[config.mk]
export PLATFORM = sky130hd
export DESIGN_NAME = tdm_frame_sync
export DESIGN_NICKNAME = d
export VERILOG_FILES = /design/src/rtl/tfs_pkg.sv /design/src/rtl/tfs_sync.sv /design/src/rtl/tfs_edge.sv /design/src/rtl/tfs_track.sv /design/src/rtl/tdm_frame_sync.sv
export SDC_FILE = /design/constraint.sdc
export NUM_CORES = 1
export LEC_CHECK = 0
export BUFFER_PORTS_ARGS = -buffer_cell sky130_fd_sc_hd__buf_4
export CORE_UTILIZATION = 43
export DETAILED_ROUTE_END_ITERATION = 7
export SKIP_CTS_REPAIR_TIMING = 1
export SKIP_LAST_GASP = 1
export SLEW_MARGIN = 15
export SYNTH_ARGS = -nofsm -noshare
export SYNTH_HDL_FRONTEND = slang
export SYNTH_HIERARCHICAL = 1
export SYNTH_SLANG_ARGS = --single-unit
[constraint.sdc]
create_clock -name clk -period 6.8 [get_ports clk]
set_input_delay 0.34 -clock clk [delete_from_list [all_inputs] [get_ports clk]]
set_output_delay 0.34 -clock clk [all_outputs]
set_load 0.005 [all_outputs]
[src/rtl/tfs_pkg.sv]
package tfs_pkg;

    typedef enum logic [1:0] {
        RATE_BASE  = 2'd0,
        RATE_DBL   = 2'd1,
        RATE_QUAD  = 2'd2,
        RATE_QUADX = 2'd3
    } rate_e;

    // Frame length in bus clock periods for a given base and rate code.
    function automatic int unsigned frame_len(input int unsigned base, input logic [1:0] rate);
        case (rate_e'(rate))
            RATE_BASE: return base;
            RATE_DBL:  return base * 2;
            default:   return base * 4;
        endcase
    endfunction

endpackage

[src/rtl/tfs_sync.sv]
module tfs_sync #(
    parameter int STAGES = 2,
    parameter int WIDTH  = 2
) (
    input  logic             clk,
    input  logic             rst_n,
    input  logic [WIDTH-1:0] din,
    output logic [WIDTH-1:0] dout
);

    logic [WIDTH-1:0] stg_d [STAGES];
    logic [WIDTH-1:0] stg_q [STAGES];

    always_comb begin
        stg_d[0] = din;
        for (int i = 1; i < STAGES; i++) begin
            stg_d[i] = stg_q[i-1];
        end
    end

    generate
        for (genvar g = 0; g < STAGES; g++) begin : g_stage
            always_ff @(posedge clk or negedge rst_n) begin
                if (!rst_n) stg_q[g] <= '0;
                else        stg_q[g] <= stg_d[g];
            end
        end
    endgenerate

    assign dout = stg_q[STAGES-1];

endmodule

[src/rtl/tfs_edge.sv]
module tfs_edge (
    input  logic clk,
    input  logic rst_n,
    input  logic bus_clk_s,
    input  logic bus_fp_s,
    input  logic cfg_fp_active_high,
    input  logic cfg_rise_edge,
    output logic def_evt,
    output logic opp_evt,
    output logic fp_act
);

    logic prev_d, prev_q;
    logic rise, fall;

    always_comb begin
        prev_d  = bus_clk_s;
        rise    = bus_clk_s & ~prev_q;
        fall    = ~bus_clk_s & prev_q;
        def_evt = cfg_rise_edge ? rise : fall;
        opp_evt = cfg_rise_edge ? fall : rise;
        fp_act  = cfg_fp_active_high ? bus_fp_s : ~bus_fp_s;
    end

    always_ff @(posedge clk or negedge rst_n) begin
        if (!rst_n) prev_q <= 1'b0;
        else        prev_q <= prev_d;
    end

endmodule

[src/rtl/tfs_track.sv]
module tfs_track
    import tfs_pkg::*;
#(
    parameter int FRAME_BASE = 512,
    parameter int LOSS_TOL   = 4,
    parameter int POS_W      = 11,
    parameter int MISS_W     = 12
) (
    input  logic             clk,
    input  logic             rst_n,
    input  logic             def_evt,
    input  logic             opp_evt,
    input  logic             fp_act,
    input  logic             cfg_gci_mode,
    input  logic [1:0]       cfg_rate,
    output logic             frame_start,
    output logic [POS_W-1:0] pos,
    output logic             frame_lost,
    output logic             width_err
);

    typedef struct packed {
        logic [POS_W-1:0]  pos;
        logic [MISS_W-1:0] miss;
        logic [1:0]        run;
        logic              pend;
        logic              lost;
        logic              werr;
        logic              start;
    } trk_t;

    trk_t st_d, st_q;

    logic [POS_W:0]    len;
    logic [MISS_W-1:0] limit;
    logic              sample_evt;
    logic              accept;

    always_comb begin
        len        = (POS_W+1)'(frame_len(FRAME_BASE, cfg_rate));
        limit      = MISS_W'(len) + MISS_W'(LOSS_TOL);
        sample_evt = cfg_gci_mode ? opp_evt : def_evt;

        accept = 1'b0;
        if (def_evt) begin
            accept = cfg_gci_mode ? st_q.pend : (fp_act && (st_q.run == 2'd0));
        end

        st_d       = st_q;
        st_d.start = 1'b0;

        // Pulse width tracking on sample edges
        if (sample_evt) begin
            if (fp_act) begin
                if (st_q.run != 2'd0) st_d.werr = 1'b1;
                if (st_q.run != 2'd3) st_d.run  = st_q.run + 2'd1;
            end else begin
                st_d.run = 2'd0;
            end
            if (cfg_gci_mode) st_d.pend = fp_act && (st_q.run == 2'd0);
        end

        // Position, loss and boundary on defining edges
        if (def_evt) begin
            st_d.pend = 1'b0;
            if (accept) begin
                st_d.pos   = '0;
                st_d.miss  = '0;
                st_d.lost  = 1'b0;
                st_d.werr  = 1'b0;
                st_d.start = 1'b1;
            end else begin
                if ({1'b0, st_q.pos} >= len - 1'b1) st_d.pos = '0;
                else                                 st_d.pos = st_q.pos + 1'b1;
                if (st_q.miss != limit) st_d.miss = st_q.miss + 1'b1;
                if (st_q.miss + 1'b1 >= limit) st_d.lost = 1'b1;
            end
        end
    end

    always_ff @(posedge clk or negedge rst_n) begin
        if (!rst_n) st_q <= '0;
        else        st_q <= st_d;
    end

    assign frame_start = st_q.start;
    assign pos         = st_q.pos;
    assign frame_lost  = st_q.lost;
    assign width_err   = st_q.werr;

endmodule

[src/rtl/tdm_frame_sync.sv]
module tdm_frame_sync #(
    parameter  int FRAME_BASE  = 512,
    parameter  int LOSS_TOL    = 4,
    parameter  int SYNC_STAGES = 2,
    localparam int POS_W       = $clog2(FRAME_BASE * 4),
    localparam int CHAN_W      = POS_W - 3
) (
    input  logic              clk,
    input  logic              rst_n,
    input  logic              tdm_clk,
    input  logic              tdm_fp,
    input  logic              cfg_fp_active_high,
    input  logic              cfg_gci_mode,
    input  logic              cfg_rise_edge,
    input  logic [1:0]        cfg_rate,
    output logic              frame_start,
    output logic [2:0]        bit_cnt,
    output logic [CHAN_W-1:0] chan_cnt,
    output logic              frame_lost,
    output logic              width_err
);

    localparam int MISS_W = $clog2(FRAME_BASE * 4 + LOSS_TOL + 1);

    logic [1:0]       sync_out;
    logic             def_evt, opp_evt, fp_act;
    logic [POS_W-1:0] pos;

    tfs_sync #(
        .STAGES (SYNC_STAGES),
        .WIDTH  (2)
    ) i_sync (
        .clk   (clk),
        .rst_n (rst_n),
        .din   ({tdm_fp, tdm_clk}),
        .dout  (sync_out)
    );

    tfs_edge i_edge (
        .clk                (clk),
        .rst_n              (rst_n),
        .bus_clk_s          (sync_out[0]),
        .bus_fp_s           (sync_out[1]),
        .cfg_fp_active_high (cfg_fp_active_high),
        .cfg_rise_edge      (cfg_rise_edge),
        .def_evt            (def_evt),
        .opp_evt            (opp_evt),
        .fp_act             (fp_act)
    );

    tfs_track #(
        .FRAME_BASE (FRAME_BASE),
        .LOSS_TOL   (LOSS_TOL),
        .POS_W      (POS_W),
        .MISS_W     (MISS_W)
    ) i_track (
        .clk          (clk),
        .rst_n        (rst_n),
        .def_evt      (def_evt),
        .opp_evt      (opp_evt),
        .fp_act       (fp_act),
        .cfg_gci_mode (cfg_gci_mode),
        .cfg_rate     (cfg_rate),
        .frame_start  (frame_start),
        .pos          (pos),
        .frame_lost   (frame_lost),
        .width_err    (width_err)
    );

    assign bit_cnt  = pos[2:0];
    assign chan_cnt = pos[POS_W-1:3];

endmodule

==> results of run 1 <==
## Yosys cell counts, types with 2 or more instances
| library cell | n | area (sq um) |
|---|---|---|
| dfrtp_1 | 34 | 850.8 |
| nand2_1 | 27 | 101.4 |
| o21ai_0 | 15 | 75.07 |
| nand3_1 | 12 | 60.06 |
| buf_4 | 11 | 82.58 |
| nor2_1 | 11 | 41.29 |
| ha_1 | 10 | 125.1 |
| a31oi_1 | 9 | 56.30 |
| a21oi_1 | 8 | 40.04 |
| inv_1 | 8 | 30.03 |
| nand2b_1 | 6 | 37.54 |
| nand4_1 | 6 | 37.54 |
| a22o_1 | 4 | 35.03 |
| buf_2 | 4 | 20.02 |
| clkbuf_1 | 4 | 15.01 |
| o31ai_1 | 4 | 30.03 |
| o31ai_2 | 4 | 50.05 |
| nor3_1 | 3 | 15.01 |
| xnor2_1 | 3 | 26.28 |
| a21o_1 | 2 | 15.01 |
| a41oi_1 | 2 | 17.52 |
| and2_1 | 2 | 12.51 |
| and4_1 | 2 | 17.52 |
| buf_6 | 2 | 22.52 |
| mux2_2 | 2 | 22.52 |
| mux2i_1 | 2 | 20.02 |
| nand2_2 | 2 | 12.51 |
| nor4_1 | 2 | 12.51 |
| o21a_1 | 2 | 15.01 |
| o21ai_1 | 2 | 10.01 |
| o41ai_1 | 2 | 17.52 |
| xor2_1 | 2 | 17.52 |
## critical path: cells and delay by family, from the launching register on
kind	cells	cell delay, ns
AO/OA/AOI/OAI	3	0.78
adder cells (fa/ha/maj)	2	0.53
flip-flops	1	0.44
XOR/XNOR	1	0.17
AND/OR/NAND/NOR	3	0.62
## area by class of cell
class,instances,area [sq um],area share
multi-input cells,167,1140,0.4812
clock inverters,1,5.005,0.002113
clock buffers,7,86.33,0.03645
flip-flops and latches,34,850.8,0.3592
inverters,8,30.03,0.01268
well taps,67,83.83,0.03539
repair buffers,23,172.7,0.07290
## state kept, by name, indices dropped and copies added (netlist names)
name                 count
i_track/st_q            15
i_track/pos             11
i_sync/dout              2
i_edge/prev_q            1
i_track/width_err        1
i_track/frame_lost       1
i_sync/stg_d             2
i_track/frame_start      1
## power groups by stage
stage | Combinational [uW] | Sequential [uW] | Clock (uW)
after floorplan | 216 | 293 | 0
after global placement | 228 | 333 | 0
after detailed placement | 232 | 334 | 0
after CTS | 233 | 330 | 163
after global routing | 264 | 347 | 175
final | 231 | 332 | 155
## through the flow
step,cells,power (uW)
floorplan,231,508.6
global placement,299,561.6
detailed placement,299,566.5
CTS,307,726.2
global route,307,785.4
finish,307,718.1
## kinds of logic (layout without fill, tap and decap cells)
kind of cell             after synthesis  in the layout
AO/OA/AOI/OAI                         64             64
AND/OR/NAND/NOR                       84             84
multiplexers                           4              4
adder cells (fa/ha/maj)               10             10
buffers and inverters                 30             39
XOR/XNOR                               5              5
flip-flops                            34             34
## worst max-delay path by stage
| stage | cells after the start | slack, ns | from | end |
|---|---|---|---|---|
| final | 9 | 4.13 | i_track/st_q[6] | i_track/frame_lost |
| after global routing | 9 | 3.87 | i_track/st_q[6] | i_track/frame_lost |
| after CTS | 9 | 4.13 | i_track/st_q[6] | i_track/frame_lost |
| after detailed placement | 9 | 4.16 | i_track/st_q[6] | i_track/frame_lost |
| after global placement | 9 | 4.26 | i_track/st_q[6] | i_track/frame_lost |
| after floorplan | 9 | 4.41 | i_track/st_q[6] | i_track/frame_lost |
## layer usage
metal,routed length (um),track usage
met2,1921,0.2721
met4,29,0.06754
met3,191,0.05801
met1,2128,0.2535
met5,0,0
==> impl_metrics.ini, run 1 <==
[floorplanning]
core_sq_um = 4786
io_pins = 23
die_area_sq_um = 5322
placementRows = 25
fp.dieH_um = 72.95
die_w_um = 72.95
start_util = 0.4523

[pwr]
p_switching_uw = 272.3
intPower_uw = 445.8
pwr-share-seq = 0.462
p_leak_uw = 0.001019
ir_worst_vdd_uv = 155.9
power_density_nw_per_um2 = 303.2
swShare = 0.3792
clkPwrFrac = 0.217
pwr-share-comb = 0.321

[setup_path]
crit_slowest_cell = dfrtp_1
path_cells = ha_1 > and4_1 > nand4_1 > nor2_1 > xor2_1 > ha_1 > a21o_1 > a2111oi_0 > a311oi_1
reg2reg_from = i_track/st_q[6]
reg2reg_slack_ns = 4.13
cpMostUsedCell = ha_1
path_max_fanout = 6
cp_slowest_stage_delay_ns = 0.44
worst_setup_path_start_kind = register
reg2reg_depth = 9
arrival_ns = 2.82
crit_required_ns = 6.95
timing.rr.end = i_track/frame_lost
crit_type = reg -> reg
crit_path_end_kind = register

[final_layout]
n_antenna_cell = 0
layout_common_cells = dfrtp_1 (34), nand2_1 (27), buf_4 (23), o21ai_0 (15), nand3_1 (12)
areaGrowthSynthToFinish_pct = 9.422
final_common_cell = dfrtp_1
nFillCells = 460
fin_area_sq_um = 2369
drive_above_1_share = 0.1917
fin_nets = 258
fin_util = 0.4949

[logic_synthesis]
syn-instance-count = 231
yosysWarnings = 6
synth_area_sq_um = 2165
synth_compound_area_frac = 0.2243
synth_flop_cell = dfrtp_1
synthAdderAreaFrac = 0.05780
synth_seq_area_share = 0.3931
synth-async-reset-ratio = 1.000
syn-num-nets = 250
syn_avg_cell_area_sq_um = 9.370
synth-xor-area-share = 0.02023
yosysUniqueCellTypes = 54
synth_seq_cells = 34
muxShareOfSynthArea = 0.01965
synth_top_family_by_area = compound AO/OA/AOI/OAI gates
synth_edf_count = 0
synthSimpleGateAreaFrac = 0.2046

[cts]
cts_made_buffers = 5
htree_levels = 2
clk_pin_slew_worst_paths_ns = 0.07
cts_tree = done
cts_sinks = 34
clock_tree.buffer_depth = 2
cts_root_buffer = clkbuf_8
clk_latency_ns = 0.28

[sta]
fin_setup_tns_ns = 0
clock.fmax_mhz = 374.6
period_needed_ns = 2.669
finalClockSkew_ns = 0.005058
relSlewSlack = 0.4958
fin_crit_sh = 0.3925
report.final.hold_viol_count = 12
slew_violations = 0
grt_setup_unrepaired = false
worst_slack_ns = 4.131
worstMarginPinSlew_ns = 0.7563
setup_viol = 0
fin_hold_ws_ns = -0.007636

[drt]
via_per_inst = 5.599
dr.pass1.iters = 4
wl_per_cell_um = 13.91
drc_errors = 0
routed_wl_um = 4270
num_vias = 1719
first_iter_violations = 126
postRouteAntennaNets = 0

[placed_design]
io_buffers = 22
post_dp_cell_area_sq_um = 2277
dp_hpwl_um = 2901
pre_cts_slack_ns = 4.161
gp_congestion = 0.7640

[global_routing]
grt.total_usage = 0.1843
gr-total-overflow = 0
grt_pass1_vias = 1552
antenna_found_initial = 0
grt_max_degree = 35
grt_pass1_wl_um = 7383

[worst_hold_path]
min_path_type = in -> async

[status]
violations = hold timing
status = finished, violations left

[run]
maxCapViolCount = 0
No activity file was read; power rests on OpenSTA's default activity.
==> run 2: changes to the inputs <==
clock period = 2.45 ns   (was 6.8 ns; I/O delays follow)
==> run 2 against run 1 <==
  * The run now ends clean
  * Setup slack lost 4.0 ns
  * Critical path type unchanged
  * Global-route usage rose by 1.5 points
  * Fmax is 17% higher
==> impl_metrics.ini, run 2 (synthesis results as in run 1) <==
[worst_hold_path]
worstHoldEndpoint = i_track/st_q[3]
holdPathStages = 3
min_path_type = in -> reg
hold_path_startpoint = cfg_gci_mode

[final_layout]
layout_common_cells = buf_4 (41), dfrtp_1 (30), nand2_1 (27), o21ai_0 (15), nand3_1 (12)
areaGrowthSynthToFinish_pct = 20.17
fin_area_sq_um = 2601
fin_nets = 279
drive_above_1_share = 0.2759
final_common_cell = buf_4
top_register = i_track/st_q
n_antenna_cell = 0
nFillCells = 437
fin_util = 0.5435
largest_reg_flops = 15

[sta]
fin_setup_tns_ns = 0
period_needed_ns = 2.279
worstMarginPinSlew_ns = 0.4458
worst_slack_ns = 0.1712
slew_violations = 0
relSlewSlack = 0.7028
clock.fmax_mhz = 438.8
setup_viol = 0
report.final.hold_viol_count = 0
grt_setup_unrepaired = false
fin_crit_sh = 0.9301
finalClockSkew_ns = 0.005986

[drt]
first_iter_violations = 56
postRouteAntennaNets = 0
dr.pass1.iters = 4
num_vias = 1751
routed_wl_um = 4628
drc_errors = 0
wl_per_cell_um = 14.11
via_per_inst = 5.338

[setup_path]
reg2reg_depth = 9
path_cells = ha_1 > and4_4 > nand4_1 > nor2_2 > xor2_1 > ha_1 > a21o_1 > a2111oi_2 > a311oi_1
reg2reg_slack_ns = 0.17
startpoint = i_track/st_q[6]
crit_path_end_kind = register
arrival_ns = 2.42
cpMostUsedCell = ha_1
reg2reg_from = i_track/st_q[6]
crit_required_ns = 2.59
cp_slowest_stage_delay_ns = 0.35
crit_type = reg -> reg
worst_setup_path_start_kind = register
crit_slowest_cell = dfrtp_1
timing.rr.end = i_track/frame_lost
path_max_fanout = 4

[global_routing]
grt_pass1_wl_um = 8169
antenna_found_initial = 0
grt_max_degree = 35
grt_pass1_vias = 1741
met3_usage = 0.04420
top_usage_layer = met2
gr-total-overflow = 0
grt_use_met2 = 0.3105
grt.total_usage = 0.1993
grt_use_met1 = 0.2793

[placed_design]
pre_cts_slack_ns = 0.1158
io_buffers = 22
post_dp_cell_area_sq_um = 2412
gp_congestion = 0.8205
dp_hpwl_um = 3275

[pwr]
finalPower_uw = 2342
ir_worst_vdd_uv = 423.2
p_leak_uw = 0.001138
power_density_nw_per_um2 = 900.2

[cts]
clk_latency_ns = 0.28
cts_sinks = 34
cts_tree = done
htree_levels = 2
cts_root_buffer = clkbuf_8
clk_pin_slew_worst_paths_ns = 0.07
cts_made_buffers = 5
clock_tree.buffer_depth = 2

[floorplanning]
die_area_sq_um = 5322
fp.dieH_um = 72.95
core_sq_um = 4786
die_w_um = 72.95
placementRows = 25
io_pins = 23
start_util = 0.4523

[status]
status = finished clean

[run]
maxCapViolCount = 0
[run 2: how the worst max path moves through the flow]
stage                                     to  slack [ns]  cells past startpoint
after floorplan           i_track/frame_lost        0.06                      9
after global placement    i_track/frame_lost        0.17                      9
after detailed placement  i_track/frame_lost        0.12                      9
after CTS                 i_track/frame_lost        0.05                      9
after global routing      i_track/frame_lost        0.01                      9
final                     i_track/frame_lost        0.17                      9
[run 2: layout make-up]
class,count,area [sq um],area share
repair buffers,44,337.8,0.1299
inverters,8,30.03,0.01154
multi-input cells,167,1151,0.4425
flip-flops and latches,34,855.8,0.3290
clock inverters,2,60.06,0.02309
clock buffers,6,82.58,0.03175
well taps,67,83.83,0.03223
[run 2: report_power, final]
part           switching, uW  internal (uW)
logic                    419            403
clock network            209            434
registers                172            704
[run 2: per-stage QoR]
| stage | hold WS [ns] | instances |
|---|---|---|
| after floorplan | -0.1731 | 231 |
| after global placement | 0.09977 | 317 |
| after detailed placement | 0.1039 | 317 |
| after CTS | -0.2122 | 325 |
| after global routing | 0.1405 | 328 |
| final | 0.1503 | 328 |
[run 2: critical path, delay by kind of cell, from the launching register on]
kind / cells / cell delay, ns
AO/OA/AOI/OAI: 3 / 0.70
AND/OR/NAND/NOR: 3 / 0.49
adder cells (fa/ha/maj): 2 / 0.45
flip-flops: 1 / 0.35
XOR/XNOR: 1 / 0.15
[run 2: layer usage]
layer  part of all wire  vias to the layer above
met4              0.011                        0
met3              0.031                        4
met5                  0                        -
met2               0.45                       29
li1                   -                      898
met1               0.51                      820
